<file path="config.mk">
export PLATFORM = sky130hd
export DESIGN_NAME = icr_port
export DESIGN_NICKNAME = d
export VERILOG_FILES = /design/src/rtl/icr_pkg.sv /design/src/rtl/icr_ram.sv /design/src/rtl/icr_seq.sv /design/src/rtl/icr_regbank.sv /design/src/rtl/icr_port.sv
export SDC_FILE = /design/constraint.sdc
export NUM_CORES = 1
export LEC_CHECK = 0
export ABC_AREA = 0
export ABC_CLOCK_PERIOD_IN_PS = 1800
export BUFFER_PORTS_ARGS = -buffer_cell sky130_fd_sc_hd__buf_4
export CAP_MARGIN = 20
export CORE_ASPECT_RATIO = 1.5
export CORE_MARGIN = 2
export CORE_UTILIZATION = 55
export DETAILED_ROUTE_END_ITERATION = 10
export PLACE_DENSITY = 0.77
export SLEW_MARGIN = 15
export SYNTH_ARGS = -nofsm -noshare
export SYNTH_HDL_FRONTEND = slang
export SYNTH_HIERARCHICAL = 1
export SYNTH_SLANG_ARGS = --single-unit
</file>
<file path="constraint.sdc">
create_clock -name clk -period 1.8 [get_ports clk]
set_input_delay 0.18 -clock clk [delete_from_list [all_inputs] [get_ports clk]]
set_output_delay 0.18 -clock clk [all_outputs]
set_load 0.01 [all_outputs]
</file>
<file path="src/rtl/icr_pkg.sv">
package icr_pkg;

  typedef enum logic [1:0] {
    ST_IDLE,
    ST_ARB,
    ST_ACC,
    ST_CAP
  } seq_state_e;

  // Number of arbitration cycles selected by a delay code.
  function automatic int arb_cycles(input int code, input int lo, input int hi);
    int s;
    s = lo + code;
    return (s > hi) ? hi : s;
  endfunction

endpackage

</file>
<file path="src/rtl/icr_ram.sv">
module icr_ram #(
  parameter int DW = 16,
  parameter int AW = 6
) (
  input  logic          clk,
  input  logic          en,
  input  logic          we,
  input  logic [AW-1:0] addr,
  input  logic [DW-1:0] wdata,
  output logic [DW-1:0] rdata
);
  localparam int DEPTH = 1 << AW;

  logic [DW-1:0] mem [DEPTH];
  logic [DW-1:0] rdata_q;

  always_ff @(posedge clk) begin
    if (en) begin
      if (we) begin
        mem[addr] <= wdata;
      end else begin
        rdata_q <= mem[addr];
      end
    end
  end

  assign rdata = rdata_q;
endmodule

</file>
<file path="src/rtl/icr_seq.sv">
module icr_seq
  import icr_pkg::*;
#(
  parameter int AW      = 6,
  parameter int DLY_W   = 2,
  parameter int ARB_MIN = 2,
  parameter int ARB_MAX = 4
) (
  input  logic             clk,
  input  logic             rst_n,
  input  logic             cmd_wr,
  input  logic [AW-1:0]    cmd_addr,
  input  logic             cmd_rd,
  input  logic [DLY_W-1:0] cmd_dly,
  output logic             busy,
  output logic [AW-1:0]    cur_addr,
  output logic             cur_rd,
  output logic [DLY_W-1:0] cur_dly,
  output logic             ram_en,
  output logic             ram_we,
  output logic [AW-1:0]    ram_addr,
  output logic             load_data
);
  localparam int CNT_W = $clog2(ARB_MAX + 1);

  seq_state_e       state_q, state_d;
  logic [CNT_W-1:0] cnt_q, cnt_d;
  logic [AW-1:0]    addr_q;
  logic             rd_q;
  logic [DLY_W-1:0] dly_q;
  logic             cap_en;
  logic [CNT_W-1:0] dly_cyc;

  assign dly_cyc = CNT_W'(arb_cycles(int'(cmd_dly), ARB_MIN, ARB_MAX));
  assign cap_en  = (state_q == ST_IDLE) && cmd_wr;

  // Next-state logic
  always_comb begin
    state_d = state_q;
    cnt_d   = cnt_q;
    unique case (state_q)
      ST_IDLE: begin
        if (cmd_wr) begin
          state_d = ST_ARB;
          cnt_d   = dly_cyc - CNT_W'(1);
        end
      end
      ST_ARB: begin
        if (cnt_q == '0) begin
          state_d = ST_ACC;
        end else begin
          cnt_d = cnt_q - CNT_W'(1);
        end
      end
      ST_ACC:  state_d = rd_q ? ST_CAP : ST_IDLE;
      ST_CAP:  state_d = ST_IDLE;
      default: state_d = ST_IDLE;
    endcase
  end

  // State registers
  always_ff @(posedge clk or negedge rst_n) begin
    if (!rst_n) begin
      state_q <= ST_IDLE;
      cnt_q   <= '0;
    end else begin
      state_q <= state_d;
      cnt_q   <= cnt_d;
    end
  end

  // Command field registers, enabled on acceptance only
  always_ff @(posedge clk or negedge rst_n) begin
    if (!rst_n) begin
      addr_q <= '0;
      rd_q   <= 1'b0;
      dly_q  <= '0;
    end else if (cap_en) begin
      addr_q <= cmd_addr;
      rd_q   <= cmd_rd;
      dly_q  <= cmd_dly;
    end
  end

  assign busy      = (state_q != ST_IDLE);
  assign cur_addr  = addr_q;
  assign cur_rd    = rd_q;
  assign cur_dly   = dly_q;
  assign ram_en    = (state_q == ST_ACC);
  assign ram_we    = ram_en && !rd_q;
  assign ram_addr  = addr_q;
  assign load_data = (state_q == ST_CAP);

  // Checker: length of the arbitration window seen so far
  logic [CNT_W:0] arb_len_q;
  always_ff @(posedge clk or negedge rst_n) begin
    if (!rst_n) begin
      arb_len_q <= '0;
    end else if (state_q == ST_ARB) begin
      arb_len_q <= arb_len_q + 1'b1;
    end else if (state_q == ST_IDLE) begin
      arb_len_q <= '0;
    end
  end

  assert_arb_window_R5: assert property (@(posedge clk) disable iff (!rst_n)
    (state_q == ST_ACC) |->
      (int'(arb_len_q) == arb_cycles(int'(dly_q), ARB_MIN, ARB_MAX)));

  assert_grant_after_arb_R3: assert property (@(posedge clk) disable iff (!rst_n)
    ram_en |-> ($past(state_q) == ST_ARB));

  assert_cmd_ignored_R6: assert property (@(posedge clk) disable iff (!rst_n)
    (busy && cmd_wr) |=> ($stable(addr_q) && $stable(rd_q) && $stable(dly_q)));

  assert_read_load_R4: assert property (@(posedge clk) disable iff (!rst_n)
    load_data |-> ($past(ram_en) && !$past(ram_we)));
endmodule

</file>
<file path="src/rtl/icr_regbank.sv">
module icr_regbank #(
  parameter int          BUS_AW   = 12,
  parameter int          DW       = 16,
  parameter int          AW       = 6,
  parameter int          DLY_W    = 2,
  parameter int          DLY_LSB  = 12,
  parameter int          DIR_BIT  = 14,
  parameter int          BUSY_BIT = 15,
  parameter logic [11:0] CTRL_OFS = 12'h770,
  parameter logic [11:0] DATA_OFS = 12'h774
) (
  input  logic              clk,
  input  logic              rst_n,
  input  logic [BUS_AW-1:0] bus_addr,
  input  logic [DW-1:0]     bus_wdata,
  input  logic              bus_wr,
  input  logic              bus_rd,
  output logic [DW-1:0]     bus_rdata,
  input  logic              busy,
  input  logic [AW-1:0]     cur_addr,
  input  logic              cur_rd,
  input  logic [DLY_W-1:0]  cur_dly,
  input  logic              load_data,
  input  logic [DW-1:0]     ram_rdata,
  output logic [DW-1:0]     data_out,
  output logic              cmd_wr,
  output logic [AW-1:0]     cmd_addr,
  output logic              cmd_rd,
  output logic [DLY_W-1:0]  cmd_dly
);
  logic          hit_ctrl, hit_data;
  logic          host_dwr;
  logic          data_en;
  logic [DW-1:0] data_q, data_d;
  logic [DW-1:0] ctrl_view;

  assign hit_ctrl = (bus_addr == BUS_AW'(CTRL_OFS));
  assign hit_data = (bus_addr == BUS_AW'(DATA_OFS));

  assign cmd_wr   = bus_wr && hit_ctrl;
  assign cmd_addr = bus_wdata[AW-1:0];
  assign cmd_rd   = bus_wdata[DIR_BIT];
  assign cmd_dly  = bus_wdata[DLY_LSB +: DLY_W];

  assign host_dwr = bus_wr && hit_data && !busy;
  assign data_en  = load_data || host_dwr;

  // Data register next value
  always_comb begin
    data_d = data_q;
    if (load_data) begin
      data_d = ram_rdata;
    end else if (host_dwr) begin
      data_d = bus_wdata;
    end
  end

  always_ff @(posedge clk or negedge rst_n) begin
    if (!rst_n) begin
      data_q <= '0;
    end else if (data_en) begin
      data_q <= data_d;
    end
  end

  // Status view of the command register
  always_comb begin
    ctrl_view                      = '0;
    ctrl_view[AW-1:0]              = cur_addr;
    ctrl_view[DLY_LSB +: DLY_W]    = cur_dly;
    ctrl_view[DIR_BIT]             = cur_rd;
    ctrl_view[BUSY_BIT]            = busy;
  end

  always_comb begin
    bus_rdata = '0;
    if (bus_rd) begin
      if (hit_ctrl) begin
        bus_rdata = ctrl_view;
      end else if (hit_data) begin
        bus_rdata = data_q;
      end
    end
  end

  assign data_out = data_q;

  assert_busy_blocks_data_R7: assert property (@(posedge clk) disable iff (!rst_n)
    (busy && bus_wr && hit_data && !load_data) |=> $stable(data_q));

  assert_data_source_R8: assert property (@(posedge clk) disable iff (!rst_n)
    !$stable(data_q) |-> $past(load_data || (bus_wr && hit_data && !busy)));
endmodule

</file>
<file path="src/rtl/icr_port.sv">
module icr_port #(
  parameter int          BUS_AW   = 12,
  parameter int          DW       = 16,
  parameter int          RAM_AW   = 6,
  parameter int          DLY_W    = 2,
  parameter int          DLY_LSB  = 12,
  parameter int          DIR_BIT  = 14,
  parameter int          BUSY_BIT = 15,
  parameter int          ARB_MIN  = 2,
  parameter int          ARB_MAX  = 4,
  parameter logic [11:0] CTRL_OFS = 12'h770,
  parameter logic [11:0] DATA_OFS = 12'h774
) (
  input  logic              clk,
  input  logic              rst_n,
  input  logic [BUS_AW-1:0] bus_addr,
  input  logic [DW-1:0]     bus_wdata,
  input  logic              bus_wr,
  input  logic              bus_rd,
  output logic [DW-1:0]     bus_rdata
);
  logic [1:0]        rst_sync_q;
  logic              rst_i_n;
  logic              busy;
  logic [RAM_AW-1:0] cur_addr, cmd_addr, ram_addr;
  logic              cur_rd, cmd_rd, cmd_wr;
  logic [DLY_W-1:0]  cur_dly, cmd_dly;
  logic              load_data, ram_en, ram_we;
  logic [DW-1:0]     ram_rdata, data_reg;

  // Asynchronous assertion, synchronous release
  always_ff @(posedge clk or negedge rst_n) begin
    if (!rst_n) begin
      rst_sync_q <= 2'b00;
    end else begin
      rst_sync_q <= {rst_sync_q[0], 1'b1};
    end
  end
  assign rst_i_n = rst_sync_q[1];

  icr_regbank #(
    .BUS_AW(BUS_AW), .DW(DW), .AW(RAM_AW), .DLY_W(DLY_W), .DLY_LSB(DLY_LSB),
    .DIR_BIT(DIR_BIT), .BUSY_BIT(BUSY_BIT), .CTRL_OFS(CTRL_OFS), .DATA_OFS(DATA_OFS)
  ) u_regs (
    .clk(clk), .rst_n(rst_i_n),
    .bus_addr(bus_addr), .bus_wdata(bus_wdata), .bus_wr(bus_wr), .bus_rd(bus_rd),
    .bus_rdata(bus_rdata),
    .busy(busy), .cur_addr(cur_addr), .cur_rd(cur_rd), .cur_dly(cur_dly),
    .load_data(load_data), .ram_rdata(ram_rdata), .data_out(data_reg),
    .cmd_wr(cmd_wr), .cmd_addr(cmd_addr), .cmd_rd(cmd_rd), .cmd_dly(cmd_dly)
  );

  icr_seq #(
    .AW(RAM_AW), .DLY_W(DLY_W), .ARB_MIN(ARB_MIN), .ARB_MAX(ARB_MAX)
  ) u_seq (
    .clk(clk), .rst_n(rst_i_n),
    .cmd_wr(cmd_wr), .cmd_addr(cmd_addr), .cmd_rd(cmd_rd), .cmd_dly(cmd_dly),
    .busy(busy), .cur_addr(cur_addr), .cur_rd(cur_rd), .cur_dly(cur_dly),
    .ram_en(ram_en), .ram_we(ram_we), .ram_addr(ram_addr), .load_data(load_data)
  );

  icr_ram #(.DW(DW), .AW(RAM_AW)) u_ram (
    .clk(clk), .en(ram_en), .we(ram_we), .addr(ram_addr),
    .wdata(data_reg), .rdata(ram_rdata)
  );

  assert_write_from_idle_data_R7: assert property (@(posedge clk) disable iff (!rst_i_n)
    (busy && !load_data) |=> $stable(data_reg));
endmodule

</file>
==> impl_metrics.csv <==
group,metric,value,unit
route,wl_per_cell,32.3,µm
sta,tightest_slew,0.828,ns
yosys,ys_ff_latch,1072,
pwr,clkPwrFrac,41.3,%
global_routing,grt.total_usage,30.9,%
run_status,outcome,"complete, but fails checks",
yosys,synth_edf_count,1040,
yosys,yosys_warnings,6,
die,die_w,229,µm
cts,ctsLongestPathBuffers,3,
sta,period_needed,3.17,ns
sta,setup-violations-final,1066,
pwr,swShare,19.6,%
finish,nets,2857,
finish,regArea,32100,µm²
worst_setup_path,cp_max_fo,23,
pwr,combPwrFrac,1.1,%
placed_design,hpwl,78.5,mm
yosys,synth_commonest_cells,"1,040 x edfxtp_1, 152 x nor2_1, 122 x a221oi_1",
yosys,synthAdderAreaFrac,0.0298,%
pwr,ir_drop,0.645,mV
sta,period_share,176,%
yosys,yosysMostFrequentCell,"edfxtp_1",
hold_path,hold_path_class,"in -> reg",
yosys,synth-xor-area-share,0.0418,%
yosys,synth_ff_type,"edfxtp_1",
finish,area_delta_synth_final,24.2,%
sta,slew_viol_final,0,
sta,hold_viol,0,
finish,layout-drive-gt1-share,33.8,%
global_routing,grt_first_pass_wirelength,175,mm
route,drc,0,
finish,multiInputGateArea,10300,µm²
yosys,avgSynthCellArea,17.3,µm²
yosys,synth_fp_nets,2464,
cts,cts-htree-levels,3,
pwr,p_int,37700,µW
cts,numClockSinks,1072,
die,die_h,342,µm
global_routing,grt_pass1_vias,26200,
yosys,synth_top_family_by_area,"compound AO/OA/AOI/OAI gates",
yosys,ys_types,71,
global_routing,grt_max_degree,70,
placed_design,dp_cells,3689,
sta,rsz0062_at_grt,"yes",
yosys,ys_seq_area_share,76.4,%
global_routing,grt-ovfl-total,0,
sta,max_freq,316,MHz
worst_setup_path,end_kind,"register",
cts,cts_inserted_buffers,90,
sta,slew_headroom,44.2,%
yosys,synthMuxAreaShare,6.98,%
yosys,synthTopCellsByArea,"edfxtp_1 74%, a221oi_1 2.5%, mux2i_1 2.5%, mux2_2 2.4%, dfrtp_1 1.9%",
worst_setup_path,start_kind,"register",
route,num_vias,26600,
yosys,syn_area,41900,µm²
placed_design,place_area,47800,µm²
cts,clkTransAtPathRegs,0.07,ns
yosys,synth_compound_area_share,10.2,%
placed_design,numPortBuffers,47,
cts,tritoncts,"done",
worst_setup_path,rr_startpoint,"u_seq/cur_addr[1]",
route,drt_iter0_drc,4024,
yosys,synth-simple-area-share,4.02,%
pwr,p_switching,9200,µW
finish,fin_area,52100,µm²
finish,layoutNonFillerInstCount,3908,
finish,nFillCells,4363,
placed_design,gp_congestion,1.03,
die,rows,124,
yosys,synth_top_area_share,74.5,%
cts,ctsRootBufferMaster,"clkbuf_16",
yosys,synth_top_cell_by_area,"edfxtp_1",
sta,skew,0.0324,ns
pwr,leakagePower,0.0162,µW
pwr,p_seq_share,57.6,%
route,firstDrtPassIters,6,
worst_setup_path,worstPathRequired,2.19,ns
yosys,synthArstFlopShare,2.99,%
route,routed_wirelength,126,mm
route,viasPerCell,6.82,
worst_setup_path,cp.arrival,3.56,ns
hold_path,hold_path.startpoint,"bus_wr",
die,die_area,78500,µm²
yosys,netlist_instances,2431,
worst_setup_path,path_class,"reg -> reg",
run_status,violations,"negative setup slack",
pwr,p_per_area,900,nW/µm²
die,pin_count,48,
die,core-area,75900,µm²
flow_run,cap_violations,0,
sta,setup_ws,-1.37,ns
cts,clock_latency,0.66,ns
worst_setup_path,startpoint,"u_seq/cur_addr[1]",
route,ant_nets,0,
sta,fin_setup_tns,-696.93,ns
die,start_util,55.3,%
global_routing,antenna_found_initial,6,
routing by layer:
metal,vias up,global-route usage (%),wire length [µm]
met5,-,0,73
met1,13200,35.6,40100
met4,10,22.0,10300
li1,10700,-,-
met3,513,6.19,13700
met2,2162,51.8,62100
cell type report:
class,count,share of cell area (%)
repair buffers,487,10.6
multi-input cells,1166,19.8
clock inverters,61,0.925
flip-flops and latches,1072,61.6
well taps,1008,2.42
inverters,7,0.0600
diodes,1,0.00480
clock buffers,106,4.66
worst paths after layout:
check	depth (start not counted)	endpoint	slack, ns
setup / recovery	10	u_ram/rdata[9]	-1.37
setup reg to reg	10	u_ram/rdata[9]	-1.37
hold reg to reg	1	u_seq/cnt_q[2]	0.31
max in group asynchronous	1	u_seq/cur_addr[1]	1.08
min in group asynchronous	1	u_seq/cnt_q[2]	0.31
hold / removal	6	u_seq/cnt_q[1]	0.25
cell families after synthesis:
group                    after synthesis
multiplexers                         238
XOR/XNOR                               2
AND/OR/NAND/NOR                      355
other                                  1
flip-flops                          1072
adder cells (fa/ha/maj)                1
buffers and inverters                197
AO/OA/AOI/OAI                        565
cells in the final DEF (no fill, tap or decap), types with 24 or more instances in the layout:
cell type,instances
edfxtp_1,1040
buf_4,312
buf_12,129
mux2i_1,100
clkbuf_16,97
mux2_2,89
a22oi_1,83
nor2_1,82
a221oi_1,79
nor2_4,71
nand2_1,65
a22o_1,63
o21ai_0,59
a21oi_1,51
a221oi_2,38
o22ai_1,37
mux4_2,28
nor3_1,27
a221o_1,24
sequential cells by signal (all words and copies together), names as in the netlist:
signal	flops
u_ram/mem	1024
u_ram/rdata	16
u_regs/data_out	16
u_seq/cur_addr	6
u_seq/cnt_q	3
rst_sync_q	2
u_seq/cur_dly	2
u_seq/state_q	2
u_seq/cur_rd	1
metrics by stage:
step | hold WS (ns) | total power (µW) | setup slack, ns | util (%)
3_5_place_dp | -0.0346 | 28000 | -1.48 | 63.0
3_3_place_gp | -0.0373 | 28000 | -1.33 | 63.0
2_1_floorplan | -0.116 | 27800 | -0.666 | -
5_1_grt | 0.270 | 47800 | -1.37 | 68.7
6_report | 0.246 | 46900 | -1.37 | 68.7
4_1_cts | 0.219 | 46900 | -1.16 | 67.4
worst max-delay path: stages, from the launching register on:
cell and delay (ns):
dfrtp_4 0.53, buf_4 0.18, buf_6 0.15, nor2b_4 0.19
buf_12 0.18, buf_4 0.20, a22oi_1 0.22, o221ai_2 0.22
o21ai_0 0.11, o21ai_0 0.33, or4_1 0.56
power by group through the flow:
stage | clock (µW) | combinational, µW | sequential, µW
global route | 20300 | 545 | 27000
floorplan | 0 | 209 | 27600
detailed placement | 0 | 446 | 27600
finish | 19300 | 526 | 27000
global placement | 0 | 431 | 27600
CTS | 19400 | 490 | 27000
timing repair:
item | in CTS | in global routing
setup buffers | 4 | 22
hold buffers | 18 | 0
resized for setup | 48 | 127
setup endpoints to repair | 1064 | 1073
cloned | 0 | 7
endpoints found under the hold margin | 27 | 0
pin swaps | 10 | 39
(Power assumes the default switching activity.)
